$ cat config.mk
export PLATFORM = sky130hd
export DESIGN_NAME = tx_deemph_ctrl
export DESIGN_NICKNAME = d
export VERILOG_FILES = /design/src/rtl/tx_deemph_ctrl.sv
export SDC_FILE = /design/constraint.sdc
export NUM_CORES = 1
export LEC_CHECK = 0
export BUFFER_PORTS_ARGS = -buffer_cell sky130_fd_sc_hd__buf_2
export CELL_PAD_IN_SITES_DETAIL_PLACEMENT = 0
export CELL_PAD_IN_SITES_GLOBAL_PLACEMENT = 1
export CORE_AREA = 2 2 41 43
export CTS_BUF_LIST = sky130_fd_sc_hd__clkbuf_8
export DETAILED_ROUTE_END_ITERATION = 16
export DIE_AREA = 0 0 43 45
export MAX_ROUTING_LAYER = met4
export PLACE_DENSITY_LB_ADDON = 0.1
export SLEW_MARGIN = 5
export SYNTH_ARGS = -nofsm -noshare
export SYNTH_HDL_FRONTEND = slang
export SYNTH_SLANG_ARGS = --single-unit
$ cat constraint.sdc
create_clock -name clk -period 1.8 [get_ports clk]
set_input_delay 0.18 -clock clk [delete_from_list [all_inputs] [get_ports clk]]
set_output_delay 0.18 -clock clk [all_outputs]
set_load 0.05 [all_outputs]
$ cat src/rtl/tx_deemph_ctrl.sv
module tx_deemph_ctrl #(
  parameter int LVL_W = 3,
  parameter int AMP_W = 5,
  parameter int UNIT  = 16
) (
  input  logic             clk,
  input  logic             rst_n,
  input  logic             bit_valid,
  input  logic             bit_in,
  input  logic             frame_start,
  input  logic [LVL_W-1:0] cfg_level,
  input  logic             cfg_boost,
  output logic             out_valid,
  output logic             out_pol,
  output logic [AMP_W-1:0] out_amp
);

  localparam int SW = AMP_W + 2;
  localparam logic [SW-1:0] UNIT_V  = SW'(UNIT);
  localparam logic [SW-1:0] AMP_MAX = SW'((1 << AMP_W) - 1);

  logic [LVL_W-1:0] lvl_q;
  logic             boost_q;
  logic             prev_q;
  logic             first_q;

  wire [LVL_W-1:0] lvl   = frame_start ? cfg_level : lvl_q;
  wire             boost = frame_start ? cfg_boost : boost_q;
  wire             rep   = !first_q && (bit_in == prev_q);

  wire [SW-1:0] base   = rep ? UNIT_V - SW'(lvl) : UNIT_V;
  wire [SW-1:0] scaled = boost ? (base << 1) : base;
  wire [AMP_W-1:0] amp = (scaled > AMP_MAX) ? AMP_MAX[AMP_W-1:0] : scaled[AMP_W-1:0];

  always_ff @(posedge clk or negedge rst_n) begin
    if (!rst_n) begin
      lvl_q   <= '0;
      boost_q <= 1'b0;
    end else if (frame_start) begin
      lvl_q   <= cfg_level;
      boost_q <= cfg_boost;
    end
  end

  always_ff @(posedge clk or negedge rst_n) begin
    if (!rst_n) begin
      prev_q  <= 1'b0;
      first_q <= 1'b1;
    end else if (bit_valid) begin
      prev_q  <= bit_in;
      first_q <= 1'b0;
    end
  end

  always_ff @(posedge clk or negedge rst_n) begin
    if (!rst_n) begin
      out_valid <= 1'b0;
      out_pol   <= 1'b0;
      out_amp   <= '0;
    end else begin
      out_valid <= bit_valid;
      if (bit_valid) begin
        out_pol <= bit_in;
        out_amp <= amp;
      end
    end
  end

endmodule

==> results of run 1 <==
-- stage by stage --
stage | worst slack, ps | util | instances | cell area [um2]
6_report | 119 | 0.492 | 86 | 724
3_3_place_gp | 47.5 | 0.455 | 81 | 669
3_5_place_dp | 44.7 | 0.455 | 81 | 669
5_1_grt | 13.5 | 0.492 | 86 | 724
2_1_floorplan | 219 | - | 49 | 563
4_1_cts | 103 | 0.492 | 86 | 724
-- worst paths after layout --
path                             from          to  slack, ps
setup / recovery             lvl_q[1]  out_amp[3]        120
hold / removal              bit_valid   out_valid        190
setup reg to reg             lvl_q[1]  out_amp[3]        120
hold reg to reg            out_amp[4]  out_amp[4]        530
max in group asynchronous       rst_n     first_q       1180
min in group asynchronous       rst_n    lvl_q[1]        350
-- flip-flops by register name, indices dropped and copies added (netlist names) --
name,count
boost_q,1
first_q,1
lvl_q,3
out_amp,5
out_valid,1
prev_q,1
-- routing by layer --
layer	wire (um)	up-vias	global-route usage
li1	-	221	-
met1	555	196	0.189
met2	481	16	0.212
met3	63	5	0.0240
met4	38	0	0.0909
met5	0	-	-
-- cell type report --
type / instances / area, um2 / share of cell area
multi-input cells: 30 / 235 / 0.325
clock buffers: 3 / 41.3 / 0.0570
clock inverters: 1 / 3.75 / 0.00518
flip-flops and latches: 12 / 302 / 0.416
inverters: 6 / 22.5 / 0.0311
repair buffers: 18 / 100 / 0.138
well taps: 16 / 20.0 / 0.0276
-- layout by cell type (no fill, tap or decap), types with 2 or more instances in the layout --
cell type | netlist | layout
inv_1 | 4 | 5
mux2i_1 | 2 | 2
o31ai_1 | 4 | 4
clkbuf_8 | 0 | 3
buf_2 | 0 | 15
mux2_2 | 2 | 2
inv_2 | 2 | 2
buf_4 | 0 | 2
nor2_1 | 5 | 5
nand4_1 | 2 | 2
dfrtp_1 | 11 | 11
a31oi_1 | 4 | 4
ha_1 | 2 | 2
-- cell families after synthesis --
kind of cell,after synthesis,share of synthesized area
fa+ha+maj,2,0.0444
simple gates,9,0.0778
mux,5,0.0956
flops,12,0.536
buf+inv,7,0.0467
compound gates,12,0.169
xor+xnor,2,0.0311
-- critical path: stages, from the launching register on --
cell and delay [ps]:
dfrtp_1 350, mux2_2 270, inv_1 60, ha_1 150, ha_1 240, o41ai_1 410, a32oi_1 80
-- power by group --
| group | internal, mW | switching [mW] |
|---|---|---|
| Sequential | 0.302 | 0.0139 |
| Clock | 0.150 | 0.0978 |
| Combinational | 0.0714 | 0.161 |
-- repair_timing --
action                                  in CTS  in global routing
gates resized for setup                      0                  0
endpoints found under the hold margin       11                  0
hold buffers                                 1                  0
endpoints found under the setup margin       0                  0
==> flow_summary.yaml, run 1 <==
flow_run:
  max_cap_viol_count: 0
setup_path:
  cp_max_fo: 2
  critPathKind: "reg -> reg"
  critPathLaunchType: "flip-flop"
  worstPathArrival_ps: 1790
  ff2ff_path_depth: 6
  cp.required_ps: 1910
  worstSetupEndpointType: "flip-flop"
timing:
  tightest_slew_ps: 407
  finalSetupViolations: 0
  fin_skew_ps: 3.13
  whs_ps: 190
  hold_viol: 0
  period_needed_ps: 1680
  maxSlewViolCount: 0
  rsz0062_at_grt: "no"
  period_share: 0.934
  max_slew_margin: 0.727
  fin_tns_setup_ps: 0
  timing.fmax_mhz: 595
synth:
  syn_inst: 49
  yosysMostFrequentCell: "dfrtp_1"
  synth.area.top_cells: "dfrtp_1 (49%), o31ai_1 (5.3%), dfstp_2 (4.7%)"
  async_reset_ff_frac: 1.00
  synth_top_area_cell: "dfrtp_1"
  synth_commonest_cells: "dfrtp_1 (11), nor2_1 (5), a31oi_1 (4), inv_1 (4), o31ai_1 (4)"
  synth.distinct_cells: 21
  yosysWarnings: 0
  synth_edf_count: 0
  syn-cell-area_um2: 563
  ys.flop_type: "dfrtp_1"
  syn_area_per_cell_um2: 11.5
  synth-seq-area-share: 0.536
  synth_seq_cells: 12
  syn-num-nets: 60
  synth_top_area_frac: 0.489
grt:
  antenna_found_initial: 0
  grt-ovfl-total: 0
  grt_usage: 0.145
  grt_max_degree: 15
  grt_pass1_wl_um: 1930
  grt_pass1_vias: 429
finish:
  diodes: 0
  drive_above_1_share: 0.371
  fillerInstances: 141
  area_delta_synth_final_pct: 28.7
  final_nets: 82
placed_design:
  dp_hpwl_um: 849
  gp_congestion: 0.761
  port_buffers: 15
floorplan:
  die_y_um: 45
  die_w_um: 43
  rows: 14
  top_level_ports: 16
  core_um2: 1470
  die_area_um2: 1940
  start_util: 0.383
clocking:
  numClockSinks: 12
  cts_made_buffers: 3
  cts_tree: "yes"
  clk_path_buf_depth: 2
  clk_pin_slew_worst_paths_ps: 50
  cts_root_buffer: "clkbuf_8"
  clk_latency_ps: 240
  cts_setup_buffers: 0
  htreeDepth: 1
power:
  finalPower_mw: 0.797
  p_per_area_nw_per_um2: 1100
  peakVddDrop_mv: 0.588
  p_leak_nw: 0.344
routing:
  drtAntennaViolNets: 0
  routed_wl_um: 1140
  route.detailed.drc: 0
  vias: 438
  viasPerCell: 5.09
  dr.pass1.iters: 4
  drt_iter0_drc: 8
  post_drt_wl_per_cell_um: 13.2
hold_path:
  hold_path.class: "in -> reg"
  hold_path_depth: 1
outcome:
  status: "complete, no violations"
No activity file was read; power rests on OpenSTA's default activity.
==> inputs of run 2 (changes only) <==
--- a/config.mk
+++ b/config.mk
@@ -5,13 +5,14 @@
 export SDC_FILE = /design/constraint.sdc
 export NUM_CORES = 1
 export LEC_CHECK = 0
-export BUFFER_PORTS_ARGS = -buffer_cell sky130_fd_sc_hd__buf_2
+export ABC_CLOCK_PERIOD_IN_PS = 1800
 export CELL_PAD_IN_SITES_DETAIL_PLACEMENT = 0
 export CELL_PAD_IN_SITES_GLOBAL_PLACEMENT = 1
-export CORE_AREA = 2 2 41 43
+export CORE_AREA = 2 2 39 41
 export CTS_BUF_LIST = sky130_fd_sc_hd__clkbuf_8
 export DETAILED_ROUTE_END_ITERATION = 16
-export DIE_AREA = 0 0 43 45
+export DIE_AREA = 0 0 41 43
+export DONT_BUFFER_PORTS = 1
 export MAX_ROUTING_LAYER = met4
 export PLACE_DENSITY_LB_ADDON = 0.1
 export SLEW_MARGIN = 5
==> flow_summary.yaml, run 2 (synthesized netlist as in run 1, its figures left out) <==
grt:
  grt-ovfl-total: 0
  grt_usage: 0.146
  grt_pass1_vias: 430
  grt_pass1_wl_um: 1670
  grt_max_degree: 14
  use_met3: 0.0366
  use_met2: 0.234
  antenna_found_initial: 0
  grtUsageMet1: 0.163
  grt-busiest-layer: "met2"
power:
  p_per_area_nw_per_um2: 1150
  p_leak_nw: 0.289
  peakVddDrop_mv: 0.582
  finalPower_mw: 0.760
finish:
  largest_register_ffs: 5
  drive_above_1_share: 0.200
  fin_util: 0.476
  area_delta_synth_final_pct: 17.1
  diodes: 0
  largest_registers: "out_amp x5, lvl_q x3"
  final_cells: 71
  final_nets: 67
  final_cell_mix: "dfrtp_1 (11), inv_1 (5), nor2_1 (5)"
  layout_commonest_cell: "dfrtp_1"
  top_register: "out_amp"
routing:
  routed_wl_um: 1070
  viasPerCell: 5.77
  drt_iter0_drc: 5
  vias: 410
  drtAntennaViolNets: 0
  post_drt_wl_per_cell_um: 15.0
  route.detailed.drc: 0
  dr.pass1.iters: 2
floorplan:
  die_y_um: 43
  die_area_um2: 1760
  start_util: 0.407
  rows: 14
  top_level_ports: 16
  die_w_um: 41
  core_um2: 1380
clocking:
  cts_made_buffers: 3
  numClockSinks: 12
  cts_tree: "yes"
  clk_path_buf_depth: 2
  cts_root_buffer: "clkbuf_8"
  cts_setup_buffers: 0
  htreeDepth: 1
  clk_pin_slew_worst_paths_ps: 50
  clk_latency_ps: 240
placed_design:
  gp_congestion: 0.849
  dp_hpwl_um: 786
  port_buffers: 0
  dp.cells: 65
timing:
  max_slew_margin: 0.577
  whs_ps: 35.2
  timing.fmax_mhz: 591
  finalSetupViolations: 0
  fin_tns_setup_ps: 0
  maxSlewViolCount: 0
  hold_viol: 0
  fin_skew_ps: 1.17
  tightest_slew_ps: 616
  period_share: 0.941
  period_needed_ps: 1690
setup_path:
  worstPathArrival_ps: 1780
  critPathLaunchType: "flip-flop"
  critPathKind: "reg -> reg"
  worstSetupEndpointType: "flip-flop"
  cp_max_fo: 4
  cp.required_ps: 1890
outcome:
  status: "complete, no violations"
hold_path:
  hold_path.class: "in -> reg"
flow_run:
  max_cap_viol_count: 0
## run 2: cell type report
cell class              instances  area, um2
well taps                      16       20.0
flip-flops and latches         12        302
clock inverters                 1       3.75
repair buffers                  3       27.5
clock buffers                   3       41.3
fillers                       142        724
inverters                       6       22.5
multi-input cells              30        243
## run 2: worst max-delay path, cell delays in order (launching register included)
cell     delay (ps)
dfrtp_1         360
mux2_2          300
inv_1            70
ha_1            140
ha_1            250
o41ai_2         350
a32oi_1          90
## run 2: worst paths after layout
path,start,cells after the start,slack (ps),endpoint
min reg2reg,lvl_q[2],1,540,lvl_q[2]
min in group asynchronous,rst_n,1,360,lvl_q[0]
min,bit_valid,1,40,out_amp[1]
max,lvl_q[1],6,110,out_amp[3]
max reg2reg,lvl_q[1],6,110,out_amp[3]
max in group asynchronous,rst_n,1,1070,first_q
## run 2: metrics by stage
stage	worst slack, ps	area (um2)
6_report	107	659
3_3_place_gp	100	587
5_1_grt	-1.18	659
4_1_cts	69.3	652
3_5_place_dp	86.4	587
2_1_floorplan	219	563
## run 2: metal layers
layer / share of wire / up-vias
met5: 0 / -
met4: 0.013 / 0
met3: 0.081 / 2
met2: 0.49 / 13
met1: 0.41 / 204
li1: - / 191
## run 2: repair_timing
item	4_1_cts	5_1_grt
endpoints found under the hold margin	14	0
setup endpoints to repair	0	1
hold buffers	2	0
gates resized for setup	0	1
## run 2: report_power, final
part | internal [mW] | leakage [nW] | total (mW) | switching, mW
registers | 0.301 | 0.137 | 0.392 | 0.0912
logic | 0.0504 | 0.125 | 0.124 | 0.0735
clock network | 0.150 | 0.0269 | 0.244 | 0.0940
==> inputs of run 3 (changes only) <==
--- a/config.mk
+++ b/config.mk
@@ -15,6 +15,7 @@
 export DONT_BUFFER_PORTS = 1
 export MAX_ROUTING_LAYER = met4
 export PLACE_DENSITY_LB_ADDON = 0.1
+export RECOVER_POWER = 50
 export SLEW_MARGIN = 5
 export SYNTH_ARGS = -nofsm -noshare
 export SYNTH_HDL_FRONTEND = slang
==> flow_summary.yaml, run 3 (synthesized netlist as in run 1, its figures left out) <==
routing:
  dr.pass1.iters: 2
  route.detailed.drc: 0
  route.met2.wl_um: 529
  viasPerCell: 5.77
  vias: 410
  post_drt_wl_per_cell_um: 15.1
  drt-met1-wl_um: 438
  routed_wl_um: 1070
  drt_iter0_drc: 5
  drtAntennaViolNets: 0
  top_layer_used: "met4"
  wl_met3_um: 87
setup_path:
  worstPathArrival_ps: 1780
  critPathLaunchType: "flip-flop"
  reg2reg_slack_ps: 110
  cp_common_cell: "ha_1"
  crit_buf_inv: 1
  critPathTopFamily: "compound AO/OA/AOI/OAI gates"
  cp.required_ps: 1890
  ff2ff_path_depth: 6
  worstSetupEndpointType: "flip-flop"
  r2r_end: "out_amp[3]"
  crit_chain: "mux2_2 > inv_1 > ha_1 > ha_1 > o41ai_2 > a32oi_1"
  r2r_start: "lvl_q[1]"
  critPathKind: "reg -> reg"
  cp_slowest_cell: "dfrtp_1"
  cp_max_fo: 4
  slowest_delay_ps: 360
floorplan:
  start_util: 0.407
  die_area_um2: 1760
  die_y_um: 43
  top_level_ports: 16
  rows: 14
  core_um2: 1380
  die_w_um: 41
power:
  finalPower_mw: 0.758
  peakVddDrop_mv: 0.581
  p_leak_nw: 0.290
  p_per_area_nw_per_um2: 1150
clocking:
  cts_made_buffers: 3
  cts_root_buffer: "clkbuf_8"
  cts_tree: "yes"
  cts_setup_buffers: 0
  clk_pin_slew_worst_paths_ps: 50
  clk_latency_ps: 240
  clk_path_buf_depth: 2
  htreeDepth: 1
  numClockSinks: 12
placed_design:
  gp_congestion: 0.849
  pre_cts_ws_ps: 86.4
  dp_hpwl_um: 786
  port_buffers: 0
  dp.cells: 65
timing:
  timing.fmax_mhz: 591
  whs_ps: 35.2
  finalSetupViolations: 0
  hold_viol: 0
  fin_skew_ps: 1.16
  setup_ws_ps: 107
  tightest_slew_ps: 616
  maxSlewViolCount: 0
  period_share: 0.940
  period_needed_ps: 1690
  max_slew_margin: 0.577
finish:
  drive_above_1_share: 0.164
  area_delta_synth_final_pct: 17.1
  largest_registers: "out_amp x5, lvl_q x3"
  layout_commonest_cell: "dfrtp_1"
  final_cell_mix: "dfrtp_1 (11), inv_1 (6), nor2_1 (5)"
  largest_register_ffs: 5
  top_register: "out_amp"
  final_nets: 67
  final_cells: 71
  diodes: 0
hold_path:
  hold_path_depth: 1
  min_to: "out_amp[1]"
  hold_start: "bit_valid"
  hold_path.class: "in -> reg"
grt:
  antenna_found_initial: 0
  grt_usage: 0.146
  grt_max_degree: 14
  grt-ovfl-total: 0
  grt_pass1_wl_um: 1670
  grt_pass1_vias: 430
flow_run:
  max_cap_viol_count: 0
outcome:
  status: "complete, no violations"
[run 3: cell count changes in the layout (fill, tap and decap cells not counted)]
cell and change:
mux2_2 -1, inv_2 -1, inv_1 +1, mux2_1 +1
[run 3: repair_timing]
action | 4_1_cts | 5_1_grt
setup endpoints to repair | 0 | 1
endpoints found under the hold margin | 14 | 0
hold buffers | 2 | 0
gates resized for setup | 0 | 1
[run 3: layout make-up]
class / count / area [um2]
clock buffer: 3 / 41.3
clock inverter: 1 / 3.75
fill: 142 / 724
inverter: 6 / 22.5
multi-input combinational: 30 / 243
sequential: 12 / 302
tap: 16 / 20.0
timing repair buffer: 3 / 27.5
[run 3: layer usage]
metal / vias to the layer above / global-route usage
li1: 191 / -
met1: 204 / 0.163
met2: 13 / 0.234
met3: 2 / 0.0366
met4: 0 / 0.0600
met5: - / -
[run 3: through the flow]
stage | util | setup TNS (ps) | area, um2
2_1_floorplan | - | 0 | 563
3_3_place_gp | 0.424 | 0 | 587
4_1_cts | 0.471 | 0 | 652
3_5_place_dp | 0.424 | 0 | 587
6_report | 0.476 | 0 | 659
5_1_grt | 0.476 | -2.10 | 659
[run 3: worst reg2reg max path: cells and delay by family, from the launching register on]
| kind | cells | cell delay, ps |
|---|---|---|
| compound gates | 2 | 440 |
| buf+inv | 1 | 70 |
| flops | 1 | 360 |
| mux | 1 | 300 |
| fa+ha+maj | 2 | 390 |
[run 3: power by group]
part | total [mW] | leakage (nW) | internal, mW | switching, mW
logic | 0.123 | 0.126 | 0.0496 | 0.0731
registers | 0.392 | 0.137 | 0.301 | 0.0911
clock network | 0.244 | 0.0269 | 0.150 | 0.0940
total | 0.758 | 0.290 | 0.500 | 0.258
[run 3: worst max path at each step]
stage / slack (ps) / cells past startpoint / startpoint / end
floorplan: 220 / 6 / lvl_q[1] / out_amp[3]
global placement: 100 / 6 / lvl_q[1] / out_amp[3]
detailed placement: 90 / 6 / lvl_q[1] / out_amp[3]
CTS: 70 / 6 / lvl_q[1] / out_amp[3]
global route: -1 / 7 / lvl_q[1] / out_amp[0]
finish: 110 / 6 / lvl_q[1] / out_amp[3]
